--- src/rtl/widen_pkg.sv ---
package widen_pkg;
  // strobes from control to datapath
  typedef struct packed {
    logic load;     // capture results and register numbers
    logic wrUpper;  // also write destinations 2 and 3
  } widenStrobe_t;

  localparam logic [1:0] SIZE_RESERVED = 2'b00;
endpackage

--- src/rtl/widen_ctrl.sv ---
module widen_ctrl
  import widen_pkg::*;
(
  input  logic         clk,
  input  logic         rstN,
  input  logic         start,
  input  logic         enable,
  input  logic [1:0]   sizeCode,
  input  logic         fourReg,
  output widenStrobe_t strobe,
  output logic         done,
  output logic         undef
);
  logic accept;
  logic reserved;

  always_comb begin
    accept         = start & enable;
    reserved       = (sizeCode == SIZE_RESERVED);
    strobe.load    = accept & ~reserved;
    strobe.wrUpper = fourReg;
  end

  always_ff @(posedge clk or negedge rstN) begin
    if (!rstN) begin
      done  <= 1'b0;
      undef <= 1'b0;
    end else begin
      done  <= strobe.load;
      undef <= accept & reserved;
    end
  end
endmodule

--- src/rtl/widen_datapath.sv ---
module widen_datapath
  import widen_pkg::*;
#(
  parameter int VL    = 128,
  parameter int REG_W = 5
) (
  input  logic               clk,
  input  logic               rstN,
  input  widenStrobe_t       strobe,
  input  logic [1:0]         sizeCode,
  input  logic               zeroExt,
  input  logic               fourReg,
  input  logic [REG_W-2:0]   dstField,
  input  logic [REG_W-1:0]   srcField,
  input  logic [VL-1:0]      srcLo,
  input  logic [VL-1:0]      srcHi,
  output logic [3:0][VL-1:0] dstVec,
  output logic [REG_W-1:0]   dstBase,
  output logic [REG_W-1:0]   srcBase
);
  localparam int NUM_DST = 4;

  logic [NUM_DST-1:0][VL-1:0] wideSel;
  logic [REG_W-1:0]           dstBaseNext;
  logic [REG_W-1:0]           srcBaseNext;

  // widening network: one candidate per size code, per destination
  for (genvar q = 0; q < NUM_DST; q++) begin : g_dst
    logic [VL-1:0]      srcPick;
    logic [3:1][VL-1:0] cand;

    if (q >= 2) begin : g_hi
      assign srcPick = srcHi;
    end else begin : g_lo
      assign srcPick = srcLo;
    end

    for (genvar s = 1; s < 4; s++) begin : g_sz
      localparam int ESZ  = 8 << s;
      localparam int HSZ  = ESZ / 2;
      localparam int NEL  = VL / ESZ;
      localparam int BASE = (q % 2) * NEL * HSZ;
      for (genvar e = 0; e < NEL; e++) begin : g_el
        logic [HSZ-1:0] narrow;
        logic           fill;
        assign narrow = srcPick[BASE + e*HSZ +: HSZ];
        assign fill   = ~zeroExt & narrow[HSZ-1];
        assign cand[s][e*ESZ +: ESZ] = {{HSZ{fill}}, narrow};
      end
    end

    always_comb begin
      case (sizeCode)
        2'd1:    wideSel[q] = cand[1];
        2'd2:    wideSel[q] = cand[2];
        2'd3:    wideSel[q] = cand[3];
        default: wideSel[q] = '0;
      endcase
    end
  end

  // aligned register numbering
  always_comb begin
    if (fourReg) begin
      dstBaseNext = {dstField[REG_W-3:0], 2'b00};
      srcBaseNext = {srcField[REG_W-2:0], 1'b0};
    end else begin
      dstBaseNext = {dstField, 1'b0};
      srcBaseNext = srcField;
    end
  end

  always_ff @(posedge clk or negedge rstN) begin
    if (!rstN) begin
      dstVec  <= '0;
      dstBase <= '0;
      srcBase <= '0;
    end else if (strobe.load) begin
      dstVec[0] <= wideSel[0];
      dstVec[1] <= wideSel[1];
      if (strobe.wrUpper) begin
        dstVec[2] <= wideSel[2];
        dstVec[3] <= wideSel[3];
      end
      dstBase <= dstBaseNext;
      srcBase <= srcBaseNext;
    end
  end
endmodule

--- src/rtl/vec_widen_unit.sv ---
module vec_widen_unit
  import widen_pkg::*;
#(
  parameter int VL    = 128,
  parameter int REG_W = 5
) (
  input  logic             clk,
  input  logic             rstN,
  input  logic             start,
  input  logic             enable,
  input  logic [1:0]       sizeCode,
  input  logic             fourReg,
  input  logic             zeroExt,
  input  logic [REG_W-2:0] dstField,
  input  logic [REG_W-1:0] srcField,
  input  logic [VL-1:0]    srcVec0,
  input  logic [VL-1:0]    srcVec1,
  output logic [VL-1:0]    dstVec0,
  output logic [VL-1:0]    dstVec1,
  output logic [VL-1:0]    dstVec2,
  output logic [VL-1:0]    dstVec3,
  output logic [REG_W-1:0] dstBase,
  output logic [REG_W-1:0] srcBase,
  output logic             done,
  output logic             undef
);
  widenStrobe_t       strobe;
  logic [3:0][VL-1:0] dstVec;

  widen_ctrl u_ctrl (
    .clk      (clk),
    .rstN     (rstN),
    .start    (start),
    .enable   (enable),
    .sizeCode (sizeCode),
    .fourReg  (fourReg),
    .strobe   (strobe),
    .done     (done),
    .undef    (undef)
  );

  widen_datapath #(.VL(VL), .REG_W(REG_W)) u_dp (
    .clk      (clk),
    .rstN     (rstN),
    .strobe   (strobe),
    .sizeCode (sizeCode),
    .zeroExt  (zeroExt),
    .fourReg  (fourReg),
    .dstField (dstField),
    .srcField (srcField),
    .srcLo    (srcVec0),
    .srcHi    (srcVec1),
    .dstVec   (dstVec),
    .dstBase  (dstBase),
    .srcBase  (srcBase)
  );

  assign dstVec0 = dstVec[0];
  assign dstVec1 = dstVec[1];
  assign dstVec2 = dstVec[2];
  assign dstVec3 = dstVec[3];
endmodule

--- config.mk ---
export PLATFORM = sky130hd
export DESIGN_NAME = vec_widen_unit
export DESIGN_NICKNAME = d
export VERILOG_FILES = /design/src/rtl/widen_pkg.sv /design/src/rtl/widen_ctrl.sv /design/src/rtl/widen_datapath.sv /design/src/rtl/vec_widen_unit.sv
export SDC_FILE = /design/constraint.sdc
export NUM_CORES = 1
export LEC_CHECK = 0
export BUFFER_PORTS_ARGS = -buffer_cell sky130_fd_sc_hd__buf_2
export CORE_AREA = 2 2 313 315
export DETAILED_ROUTE_END_ITERATION = 8
export DIE_AREA = 0 0 315 317
export MAX_ROUTING_LAYER = met4
export PLACE_DENSITY = 0.53
export SLEW_MARGIN = 20
export SYNTH_ARGS = -nofsm -noshare
export SYNTH_HDL_FRONTEND = slang
export SYNTH_SLANG_ARGS = --single-unit
--- constraint.sdc ---
create_clock -name clk -period 0.9 [get_ports clk]
set_input_delay 0.09 -clock clk [delete_from_list [all_inputs] [get_ports clk]]
set_output_delay 0.09 -clock clk [all_outputs]
set_load 0.02 [all_outputs]
==> out/metrics.csv <==
metric;value;unit
number of global-route vias before repair;21494;
IO Port Bufs;795;
type of the most critical hold path;primary input to asynchronous set/reset pin;
Root Driver;clkbuf_16;
WS Path Type;register to output pin;
DRC Markers;0;
Initial Util;0.213;
Post-Synthesis Cells;2243;
family with the most delay on the worst path;flip-flops;
fin. max-slew vios;0;
Setup-failing EPs final;544;
CP Capture Type;output pin;
Post-synth EDFFs;0;
clock sinks;467;
highest clock rate;0.730;GHz
R2R Path Start;u_dp.dstVec[236];
Synthesis Warnings;0;
vias per cell;4.56;
Placed Cells;4311;
Max Fanout on Critical Path;9;
WL/cell;20.5;microns
worst clock skew;0;ps
Cell Area, Synth;20500;sq um
area of the multi-input gates;7880;sq um
Async SR Flop Fraction;1.00;
Period minus WS final;1370;ps
Setup WS post-layout;-470;ps
clock insertion delay at the later pin of the skew report;620;ps
Max-Cap Viols;0;
clock slew at reported path FFs;60;ps
drt first-iter violations;1872;
GRT overflow;0;
worst path cell trace;buf_2;
row count;114;
CTS tree;yes;
final hold vios;0;
Placer Congestion;0.877;
Min Hold Slack;63.1;ps
WP data required;810;ps
worst path arrival time;1280;ps
peak supply drop;1.37;mV
syn avg cell area;9.13;sq um
Synthesized Nets;2516;
RSZ-0062 raised after global routing;yes;
H-tree levels;2;
initial antenna violation count;6;
largest cells by area after synthesis;dfrtp_1 57%, nand2_1 11%, a31oi_1 5.4%;
Power Density;2090;nW/um^2
Distinct cells, synth;34;
total core area;96300;sq um
relative slew slack;0.647;
drt total wl;101000;microns
Num CTS Buffers;54;
Bufs and invs on worst path;1;
register area share after synthesis;0.570;
final non-filler cell total;4919;
I/O pins;797;
Tot GR Track Use;0.192;
fill cell count;9403;
failing checks;setup timing;
startpoint types;register;
Yosys top cell area share;0.570;
layout cells sized above 1;0.397;
Die Area;99900;sq um
largest net degree at the start of global routing;53;
Critical Path Max Stage Delay;460;ps
P&R area growth vs syn;81.1;%
Final period util;1.52;
register bit total from synthesis;467;
maximum buffer depth of the clock tree;3;
Slew @ Worst Pin;529;ps
register area;11700;sq um
Place WS;-851;ps
slowest CP cell;dfrtp_2;
top_reg_cell synth;dfrtp_1;
DR pass1 iterations;5;
Die Span X;315;microns
P_leak;0.0177;uW
Final Net Count;3868;
Antenna Violating Nets Remaining;0;
vias;22437;
HPWL Detailed;71000;microns
first-pass GRT wire length;142000;microns
CP startpoint;u_dp.dstVec[126];
status;finished with violations;
chip height;317;microns
Yosys top cell by area;dfrtp_1;
-- cells in the mapped netlist, types with 15 or more instances --
| master | number |
|---|---|
| dfrtp_1 | 467 |
| buf_1 | 15 |
| o21ai_0 | 116 |
| a311oi_1 | 32 |
| nor2_1 | 256 |
| o21ai_1 | 19 |
| and3b_1 | 36 |
| a31oi_1 | 176 |
| a21oi_1 | 184 |
| mux2_2 | 38 |
| clkbuf_1 | 76 |
| nand2_1 | 614 |
| buf_4 | 66 |
| buf_2 | 79 |
-- layout make-up --
class / instances / share of cell area
flip-flops and latches: 467 / 0.315
repair buffers: 1531 / 0.379
multi-input cells: 1540 / 0.212
clock inverters: 14 / 0.00570
well taps: 1276 / 0.0430
clock buffers: 84 / 0.0433
inverters: 1 / 0.000438
diodes: 6 / 0.000405
-- where the power goes --
group	switching, uW	total, uW	internal [uW]
Clock	9340	23000	13700
Sequential	3120	27800	24700
Combinational	13500	26900	13400
-- flip-flops by register name, summed over array words and instances, names as in the netlist --
| name | cells |
|---|---|
| u_dp.dstBase | 4 |
| u_ctrl.undef | 1 |
| u_dp.srcBase | 5 |
| u_dp.dstVec | 456 |
| u_ctrl.done | 1 |
-- worst paths after layout --
check                      slack (ps)  cells after the start          endpoint
max in group asynchronous         150                      3   u_dp.dstBase[4]
min in group clk                   70                      5  u_dp.dstVec[399]
min                                60                      3  u_dp.dstVec[488]
min reg2reg                       490                      2  u_dp.dstVec[327]
max reg2reg                       -30                      4  u_dp.dstVec[236]
max                              -470                      1      dstVec0[124]
-- logic make-up after synthesis --
logic type	synth area share
fa+ha+maj	0.00195
mux	0.0243
simple gates	0.190
buf+inv	0.0603
flops	0.570
other cells	0.000183
compound gates	0.152
xor+xnor	0.000794
-- layer usage --
layer	wire length (microns)	vias up	GRT usage	share of wire
li1	-	10266	-	-
met1	42100	11044	0.244	0.42
met2	48300	941	0.301	0.48
met3	7180	186	0.0448	0.071
met4	3310	0	0.0633	0.033
met5	0	-	-	0
-- repair_timing --
action	CTS	global route
resized for setup	938	72
gates cloned	1	12
hold buffers	269	2
setup endpoints to repair	559	670
setup buffers	111	116
pin swaps	0	20
hold endpoints to repair	927	2
-- placed cells by master (no fill, tap or decap), types with 51 or more instances in the layout --
master,n
buf_6,480
buf_4,382
a31oi_1,175
dfrtp_1,454
o21ai_0,66
buf_2,330
buf_12,51
nand2_1,610
o21ai_1,69
dlygate4sd3_1,267
nor2_1,246
clkbuf_16,66
a21oi_1,183
-- through the flow --
step | setup TNS [ps] | cell area [sq um] | total power, uW | util
floorplan | -98090 | 21000 | 37200 | -
global placement | -270310 | 27400 | 45900 | 0.284
detailed placement | -279160 | 27400 | 46000 | 0.285
CTS | -216450 | 35700 | 76600 | 0.371
global route | -218160 | 37100 | 81000 | 0.385
finish | -186680 | 37100 | 77700 | 0.385
(Power assumes the default switching activity.)
